## config.mk

```make
export PLATFORM = sky130hd
export DESIGN_NAME = sram_cycle_ctrl
export DESIGN_NICKNAME = d
export VERILOG_FILES = /design/src/rtl/sram_cc_pkg.sv /design/src/rtl/sram_cc_wmask.sv /design/src/rtl/sram_cc_classify.sv /design/src/rtl/sram_cc_state.sv /design/src/rtl/sram_cycle_ctrl.sv
export SDC_FILE = /design/constraint.sdc
export NUM_CORES = 1
export LEC_CHECK = 0
export ABC_AREA = 0
export BUFFER_PORTS_ARGS = -buffer_cell sky130_fd_sc_hd__clkbuf_2
export CORE_AREA = 2 2 39 41
export CTS_CLUSTER_SIZE = 40
export DETAILED_ROUTE_END_ITERATION = 8
export DIE_AREA = 0 0 41 43
export GPL_ROUTABILITY_DRIVEN = 0
export PLACE_DENSITY = 0.73
export SLEW_MARGIN = 40
export SYNTH_ARGS = -nofsm -noshare
export SYNTH_HDL_FRONTEND = slang
export SYNTH_SLANG_ARGS = --single-unit
```

## constraint.sdc

```tcl
create_clock -name clk -period 5.2 [get_ports clk]
set_input_delay 1.04 -clock clk [delete_from_list [all_inputs] [get_ports clk]]
set_output_delay 1.04 -clock clk [all_outputs]
set_load 0.01 [all_outputs]
```

## src/rtl/sram_cc_pkg.sv

```systemverilog
package sram_cc_pkg;

  typedef enum logic [2:0] {
    CY_DESEL    = 3'd0,
    CY_RD_BEGIN = 3'd1,
    CY_WR_BEGIN = 3'd2,
    CY_RD_CONT  = 3'd3,
    CY_WR_CONT  = 3'd4,
    CY_RD_SUSP  = 3'd5,
    CY_WR_SUSP  = 3'd6
  } cyc_kind_e;

  localparam int CYC_KINDS = 7;

  typedef struct packed {
    logic adsp_n;
    logic adsc_n;
    logic adv_n;
    logic en_a_n;
    logic en_b_n;
    logic en_c;
  } strobe_t;

endpackage

```

## src/rtl/sram_cc_wmask.sv

```systemverilog
module sram_cc_wmask #(
  parameter int NBYTES = 4
) (
  input  logic              gw_n,
  input  logic              bwe_n,
  input  logic [NBYTES-1:0] bw_n,
  output logic [NBYTES-1:0] mask,
  output logic              any_wr
);

  for (genvar b = 0; b < NBYTES; b++) begin : g_byte
    assign mask[b] = !gw_n || (!bwe_n && !bw_n[b]);
  end

  assign any_wr = |mask;

endmodule

```

## src/rtl/sram_cc_classify.sv

```systemverilog
module sram_cc_classify
  import sram_cc_pkg::*;
(
  input  strobe_t   st,
  input  logic      any_wr,
  input  logic      active,
  output cyc_kind_e kind
);

  logic proc_take;
  logic chips_ok;

  assign proc_take = !st.adsp_n && !st.en_a_n;
  assign chips_ok  = !st.en_a_n && !st.en_b_n && st.en_c;

  always_comb begin
    if (proc_take) begin
      kind = chips_ok ? CY_RD_BEGIN : CY_DESEL;
    end else if (!st.adsc_n) begin
      if (!chips_ok)   kind = CY_DESEL;
      else if (any_wr) kind = CY_WR_BEGIN;
      else             kind = CY_RD_BEGIN;
    end else if (!active) begin
      kind = CY_DESEL;
    end else if (!st.adv_n) begin
      kind = any_wr ? CY_WR_CONT : CY_RD_CONT;
    end else begin
      kind = any_wr ? CY_WR_SUSP : CY_RD_SUSP;
    end
  end

endmodule

```

## src/rtl/sram_cc_state.sv

```systemverilog
module sram_cc_state
  import sram_cc_pkg::*;
#(
  parameter int NBYTES = 4
) (
  input  logic                 clk,
  input  logic                 rst,
  input  cyc_kind_e            kind,
  input  logic [NBYTES-1:0]    mask_in,
  output logic                 active_o,
  output logic                 load_o,
  output logic                 adv_o,
  output logic [NBYTES-1:0]    wmask_o,
  output logic                 desel_o,
  output logic [CYC_KINDS-1:0] cyc_o
);

  logic [CYC_KINDS-1:0] onehot_d;
  logic                 is_begin;
  logic                 is_cont;
  logic                 is_write;
  logic                 active_q;
  logic                 load_q;
  logic                 adv_q;
  logic [NBYTES-1:0]    wmask_q;
  logic [CYC_KINDS-1:0] cyc_q;

  for (genvar k = 0; k < CYC_KINDS; k++) begin : g_kind
    assign onehot_d[k] = (kind == cyc_kind_e'(k));
  end

  assign is_begin = (kind == CY_RD_BEGIN) || (kind == CY_WR_BEGIN);
  assign is_cont  = (kind == CY_RD_CONT)  || (kind == CY_WR_CONT);
  assign is_write = (kind == CY_WR_BEGIN) || (kind == CY_WR_CONT) ||
                    (kind == CY_WR_SUSP);

  always_ff @(posedge clk) begin
    if (rst) begin
      active_q <= 1'b0;
      load_q   <= 1'b0;
      adv_q    <= 1'b0;
      wmask_q  <= '0;
      cyc_q    <= CYC_KINDS'(1);
    end else begin
      if (is_begin)              active_q <= 1'b1;
      else if (kind == CY_DESEL) active_q <= 1'b0;
      load_q  <= is_begin;
      adv_q   <= is_cont;
      wmask_q <= is_write ? mask_in : '0;
      cyc_q   <= onehot_d;
    end
  end

  assign active_o = active_q;
  assign load_o   = load_q;
  assign adv_o    = adv_q;
  assign wmask_o  = wmask_q;
  assign desel_o  = cyc_q[0];
  assign cyc_o    = cyc_q;

  assert_onehot_R10: assert property (@(posedge clk) disable iff (rst)
    $onehot(cyc_q));

  assert_load_sets_active_R6: assert property (@(posedge clk) disable iff (rst)
    load_q |-> active_q);

  assert_desel_drops_R4: assert property (@(posedge clk) disable iff (rst)
    cyc_q[0] |-> !active_q);

  assert_adv_cont_only_R10: assert property (@(posedge clk) disable iff (rst)
    adv_q |-> (cyc_q[3] || cyc_q[4]));

endmodule

```

## src/rtl/sram_cycle_ctrl.sv

```systemverilog
module sram_cycle_ctrl
  import sram_cc_pkg::*;
#(
  parameter int NBYTES = 4
) (
  input  logic                 clk,
  input  logic                 rst,
  input  logic                 adsp_n_i,
  input  logic                 adsc_n_i,
  input  logic                 adv_n_i,
  input  logic                 ce_n_i,
  input  logic                 ce2_n_i,
  input  logic                 ce2_i,
  input  logic                 gw_n_i,
  input  logic                 bwe_n_i,
  input  logic [NBYTES-1:0]    bw_n_i,
  output logic                 load_o,
  output logic                 adv_o,
  output logic [NBYTES-1:0]    wmask_o,
  output logic                 desel_o,
  output logic [CYC_KINDS-1:0] cyc_o
);

  strobe_t           st;
  logic [NBYTES-1:0] mask;
  logic              any_wr;
  logic              active;
  cyc_kind_e         kind;

  assign st = '{adsp_n: adsp_n_i, adsc_n: adsc_n_i, adv_n: adv_n_i,
                en_a_n: ce_n_i, en_b_n: ce2_n_i, en_c: ce2_i};

  sram_cc_wmask #(.NBYTES(NBYTES)) u_wmask (
    .gw_n   (gw_n_i),
    .bwe_n  (bwe_n_i),
    .bw_n   (bw_n_i),
    .mask   (mask),
    .any_wr (any_wr)
  );

  sram_cc_classify u_classify (
    .st     (st),
    .any_wr (any_wr),
    .active (active),
    .kind   (kind)
  );

  sram_cc_state #(.NBYTES(NBYTES)) u_state (
    .clk      (clk),
    .rst      (rst),
    .kind     (kind),
    .mask_in  (mask),
    .active_o (active),
    .load_o   (load_o),
    .adv_o    (adv_o),
    .wmask_o  (wmask_o),
    .desel_o  (desel_o),
    .cyc_o    (cyc_o)
  );

  assert_mask_readonly_R2: assert property (@(posedge clk) disable iff (rst)
    (gw_n_i && bwe_n_i) |=> (wmask_o == '0));

  assert_proc_read_R3: assert property (@(posedge clk) disable iff (rst)
    (!adsp_n_i && !ce_n_i) |=> (!cyc_o[2] && !cyc_o[4] && !cyc_o[6] && wmask_o == '0));

  assert_ctrl_desel_R7: assert property (@(posedge clk) disable iff (rst)
    ((adsp_n_i || ce_n_i) && !adsc_n_i && (ce_n_i || ce2_n_i || !ce2_i))
      |=> (desel_o && !load_o));

  assert_cont_adv_R8: assert property (@(posedge clk) disable iff (rst)
    (active && (adsp_n_i || ce_n_i) && adsc_n_i && !adv_n_i) |=> (adv_o && !load_o));

  assert_idle_noaccess_R9: assert property (@(posedge clk) disable iff (rst)
    (!active && (adsp_n_i || ce_n_i) && adsc_n_i)
      |=> (desel_o && !adv_o && wmask_o == '0));

endmodule

```

==> out/qor.txt, run 1 <==
Slew @ Worst Pin -> 0.5869 ns
CTS Sinks -> 14
CTS Hold Bufs -> 0
Yosys top cell area share -> 48.28%
hpwl dp -> 950.2 um
initial antenna violation count -> 0
Slew headroom -> 60.32%
setup tns final -> 0 ns
number of synthesized flops with an enable pin -> 0
Num CTS Buffers -> 3
dpl cells -> 103
global-route wire length before repair -> 2104 um
I/O Buffers -> 27
htree depth -> 1
DIE AREA -> 1763 um^2
main flop type after synthesis -> dfxtp_1
Cells after Synth -> 61
DR vias/cell -> 5.425
final number of hold-violating endpoints -> 0
drt initial violations -> 8
Final setup viols -> 0
arrival time at the worst endpoint -> 2.55 ns
nets -> 107
Post-Syn Area per Cell -> 9.517 um^2
Seq/Total Area, Yosys -> 48.28%
fmax -> 426.1 MHz
clk_lat worst skew -> 0.27 ns
setup bufs post-CTS -> 0
pin count of the biggest net entering global routing -> 10
CTS tree -> built
Final Core Density -> 54.25%
hold path depth -> 2
vias in the first global route -> 523
Worst Setup Start Kind -> input port
Die W -> 41 um
core box area -> 1384 um^2
ys async rst share -> 0%
Hold Crit Class -> reg2reg
sequential cell area -> 280.3 um^2
required time at the worst-slack endpoint -> 5.40 ns
Site Rows -> 14
Tmin final -> 2.347 ns
gr ovfl total -> 0
Synth area leaders -> dfxtp_1 (48%), nor2_1 (7.1%), o21a_1 (5.2%), nor3_1 (2.6%), or4b_4 (2.4%)
Area growth syn-to-layout -> 29.31%
die height -> 43 um
residual DRC count -> 0
fin crit share -> 45.13%
Finished Layout Cells -> 106
R2R depth -> 4
post-synthesis register bit count -> 14
WS Path Type -> in2reg
num ports -> 28
Max-Cap Viols -> 0
area of the multi-input gates -> 281.5 um^2
Root Buffer Master -> clkbuf_4
CTS max path bufs -> 2
# fillers -> 135
Final ANT Viol Nets -> 0
pwr/cell area -> 257.5 nW/um^2
critical path's slowest cell -> or4b_4
Initial Util -> 41.95%
Crit Path Max Fanout -> 6
Clock Skews -> 0.002710 ns
Net Count, Synth -> 76
Worst-path clk slew -> 0.08 ns
vias -> 575
post-CTS sizing -> 0
final antenna diode count -> 0
final wirelength -> 1182 um
Overall Global Routing Usage -> 17.71%
YS warnings -> 0
Netlist cell types -> 29
Netlist Area Pre-Place -> 580.6 um^2
Commonest cells post-synth -> dfxtp_1 (14), nor2_1 (11), o21a_1 (4)
cell taking the most area after synthesis -> dfxtp_1
WL/cell -> 11.15 um
layout cells sized above 1 -> 41.11%
RSZ-0062 raised after global routing -> false
final slew viol count -> 0
status -> finished clean
maximum VDD drop -> 0.0001133 V
leakage -> 0.3508 nW
crit-path cells -> clkbuf_2 -> a41o_1 -> nand2_2 -> inv_2 -> ha_1 -> or4b_4 -> a211oi_2
slowest cell delay on critical path -> 0.48 ns
Worst Setup End Kind -> flop
TritonRoute pass-1 iters -> 5
most frequent cell after synthesis -> dfxtp_1
[worst max-delay path: cells and delay by family]
kind | cells | cell delay, ns
buffers and inverters | 2 | 0.19
adders and majority gates | 1 | 0.35
AOI/OAI and AO/OA | 2 | 0.40
and+or+nand+nor | 2 | 0.58
[where the power goes]
group / total, W / leakage, nW / internal, W / switching (W)
clock network: 0.0000581 / 0.0138 / 0.0000268 / 0.0000313
logic: 0.0000256 / 0.224 / 0.0000118 / 0.0000138
registers: 0.000110 / 0.113 / 0.000109 / 0.000000561
[path summary, 6_finish.rpt]
kind	from	end	slack [ns]
max	bwe_n_i	u_state.adv_o	2.85
min	u_state.active_o	u_state.adv_o	0.57
max reg2reg	u_state.active_o	u_state.active_o	3.92
min reg2reg	u_state.active_o	u_state.adv_o	0.57
[cells in the final DEF, fill, tap and decap left out, drive strengths merged]
cell    Yosys  final
a41o        1      1
nand3b      1      1
o41ai       1      1
or4b        1      1
dfxtp      14     14
and4b       1      1
a21o        1      1
a31oi       1      1
nor2       11     11
ha          1      1
a21oi       2      2
o21ai       2      2
a221oi      1      1
nand2       3      3
and3        1      1
a31o        1      1
nor4b       1      1
o21a        4      4
a211oi      1      1
nor4        1      1
o211ai      2      2
inv         3      3
nor3        3      3
clkbuf      0     30
o21bai      1      1
or2         1      1
[through the flow]
step / hold slack, ns / total power (W) / instance area, um^2 / worst slack [ns]
after CTS: 0.5671 / 0.0001951 / 750.7 / 2.854
after global routing: 0.5987 / 0.0002051 / 750.7 / 2.764
final: 0.5673 / 0.0001933 / 750.7 / 2.853
after floorplan: 0.5026 / 0.0001264 / 580.6 / 2.761
after global placement: 0.5382 / 0.0001368 / 728.2 / 2.610
after detailed placement: 0.5533 / 0.0001376 / 728.2 / 2.572
[layer usage]
layer  vias to the layer above  track usage [%]  wire [um]
li1                        284                -          -
met1                       266            22.11        538
met2                        21            26.25        557
met3                         4            4.712         59
met4                         0            10.00         27
met5                         -                0          0
[flip-flops by register name (all words and copies together) (netlist names)]
name              cells
u_state.adv_o         1
u_state.wmask_o       4
u_state.active_o      1
u_state.cyc_o         7
u_state.load_o        1
[area by class of cell]
type	count	area share (%)
inverters	3	1.500
multi-input cells	43	37.50
well taps	16	2.667
repair buffers	27	18.00
flip-flops and latches	14	37.33
clock buffers	3	3.000
[kinds of logic (layout without fill, tap and decap cells)]
kind of cell / Yosys count / count (layout) / share of synthesized area (%)
fa+ha+maj: 1 / 1 / 2.155
flops: 14 / 14 / 48.28
simple gates: 24 / 24 / 22.20
compound gates: 18 / 18 / 24.14
buf+inv: 4 / 33 / 3.233
Power figures use the tool's default switching activity.
==> run 2, diff against run 1 <==
--- a/config.mk
+++ b/config.mk
@@ -7,12 +7,12 @@
 export LEC_CHECK = 0
 export ABC_AREA = 0
 export BUFFER_PORTS_ARGS = -buffer_cell sky130_fd_sc_hd__clkbuf_2
-export CORE_AREA = 2 2 39 41
+export CORE_AREA = 2 2 40 42
 export CTS_CLUSTER_SIZE = 40
 export DETAILED_ROUTE_END_ITERATION = 8
-export DIE_AREA = 0 0 41 43
+export DIE_AREA = 0 0 42 44
 export GPL_ROUTABILITY_DRIVEN = 0
-export PLACE_DENSITY = 0.73
+export PLACE_DENSITY = 0.7
 export SLEW_MARGIN = 40
 export SYNTH_ARGS = -nofsm -noshare
 export SYNTH_HDL_FRONTEND = slang
==> constraint.sdc (replaced) <==
create_clock -name clk -period 2.45 [get_ports clk]
set_input_delay 0.49 -clock clk [delete_from_list [all_inputs] [get_ports clk]]
set_output_delay 0.49 -clock clk [all_outputs]
set_load 0.01 [all_outputs]
==> run 2 against run 1 <==
- core utilization decreased by 0.37 points
- sequential cell count unchanged
- wire length fell by 2.1%
- count of clock-buffer cells in the layout rose by 1
- power increased by 130%
==> out/qor.txt, run 2 (synthesis gave the netlist of run 1 again) <==
Final ANT Viol Nets -> 0 (unchanged)
Site Rows -> 14 (unchanged)
CTS Sinks -> 14 (unchanged)
final wirelength -> 1157 um (-2.1%)
pin count of the biggest net entering global routing -> 10 (unchanged)
Tmin final -> 1.816 ns
layout cells sized above 1 -> 41.76% (+0.65 points)
leakage -> 0.3580 nW (+2.0%)
setup tns final -> 0 ns (unchanged)
I/O Buffers -> 27 (unchanged)
Worst Setup Start Kind -> input port
arrival time at the worst endpoint -> 2.01 ns (-0.54 ns)
final slew viol count -> 0 (unchanged)
Hold Crit Class -> in2reg
Clock Skews -> 0.004882 ns (+0.002172 ns)
Worst-path clk slew -> 0.07 ns (about the same)
vias -> 552 (-4.0%)
htree depth -> 1 (unchanged)
hpwl dp -> 952.8 um (+0.27%)
RSZ-0062 raised after global routing -> false
CTS Hold Bufs -> 0 (unchanged)
Die W -> 42 um (+2.4%)
gr ovfl total -> 0 (unchanged)
Crit Reg-Reg Startpoint -> u_state.active_o
final number of hold-violating endpoints -> 0 (unchanged)
clk_lat worst skew -> 0.27 ns (about the same)
required time at the worst-slack endpoint -> 2.65 ns (-2.75 ns)
Slew headroom -> 59.12% (-1.2 points)
Num CTS Buffers -> 3 (unchanged)
Slew @ Worst Pin -> 0.6047 ns (+0.01783 ns)
commonest non-fill, non-tap cells in the layout -> clkbuf_2 (27), dfxtp_1 (14), nor2_1 (11)
Max-Cap Viols -> 0 (unchanged)
crit path from -> bwe_n_i
die height -> 44 um (+2.3%)
Crit Path Max Fanout -> 6 (unchanged)
WL/cell -> 10.81 um (-3.0%)
Root Buffer Master -> clkbuf_4
CTS tree -> built
fin crit share -> 74.14%
CTS max path bufs -> 2 (unchanged)
Worst Setup End Kind -> flop
num ports -> 28 (unchanged)
nets -> 107 (unchanged)
drt initial violations -> 5 (-3)
Final setup viols -> 0 (unchanged)
residual DRC count -> 0 (unchanged)
DR vias/cell -> 5.159 (-4.9%)
setup bufs post-CTS -> 0 (unchanged)
status -> finished clean
maximum VDD drop -> 0.0002690 V (+140%)
DIE AREA -> 1848 um^2 (+4.8%)
core box area -> 1419 um^2 (+2.5%)
vias in the first global route -> 494 (-5.5%)
TritonRoute pass-1 iters -> 5 (unchanged)
initial antenna violation count -> 0 (unchanged)
Initial Util -> 40.92% (-1.0 points)
post-CTS sizing -> 0 (unchanged)
pwr/cell area -> 582.4 nW/um^2 (+130%)
commonest non-fill, non-tap cell in the layout -> clkbuf_2
final antenna diode count -> 0 (unchanged)
fmax -> 550.5 MHz
WS Path Type -> in2reg
max reg flops -> 7 (unchanged)
global-route wire length before repair -> 1897 um (-9.8%)
Overall Global Routing Usage -> 14.04% (-3.7 points)
Design Power -> 0.0004452 W (+130%)
Area growth syn-to-layout -> 31.68%
HP Start -> bw_n_i[3]
## run 2: changes by cell type in the layout (fill, tap and decap cells not counted), sizes merged
cell,previous run,this run
clkbuf,30,31
## run 2: through the flow
| stage | util [%] | instances | instance area (um^2) | hold WS [ns] | setup slack (ns) |
|---|---|---|---|---|---|
| finish | 53.88 | 107 | 764.5 | 0.4831 | 0.6336 |
| global route | 53.88 | 107 | 764.5 | 0.4913 | 0.5698 |
| detailed placement | 51.32 | 103 | 728.2 | 0.5530 | 0.3613 |
| floorplan | - | 61 | 580.6 | 0.5026 | 0.5609 |
| global placement | 51.32 | 103 | 728.2 | 0.5447 | 0.4100 |
| CTS | 53.88 | 107 | 764.5 | 0.4765 | 0.6503 |
## run 2: report_power, final
| group | total, W | switching (W) | internal, W |
|---|---|---|---|
| clock network | 0.000158 | 0.0000679 | 0.0000903 |
| registers | 0.000233 | 0.00000119 | 0.000231 |
| logic | 0.0000545 | 0.0000294 | 0.0000251 |
| total | 0.000445 | 0.0000985 | 0.000347 |
## run 2: path summary, 6_finish.rpt
check / to / slack [ns] / cells past startpoint
max: u_state.adv_o / 0.63 / 7
min: u_state.wmask_o[3] / 0.48 / 3
max reg2reg: u_state.active_o / 1.16 / 4
min reg2reg: u_state.adv_o / 0.57 / 2
## run 2: layout make-up
class                   instances  area (um^2)
fillers                       130        654.4
multi-input cells              43        281.5
flip-flops and latches         14        280.3
repair buffers                 27        135.1
clock buffers                   4        36.28
well taps                      16        20.02
inverters                       3        11.26
## run 2: critical path, stage by stage
cell and delay (ns):
clkbuf_2 0.12, a41o_1 0.22, nand2_2 0.10, inv_2 0.07, ha_1 0.36, or4b_4 0.48
a211oi_2 0.18
## run 2: routing by layer
layer	GRT usage [%]	share of wire [%]	up-vias
met5	0	0	-
met4	10.32	2.0	0
met3	5.833	8.3	4
met2	20.31	45	20
met1	16.67	45	246
li1	-	-	282
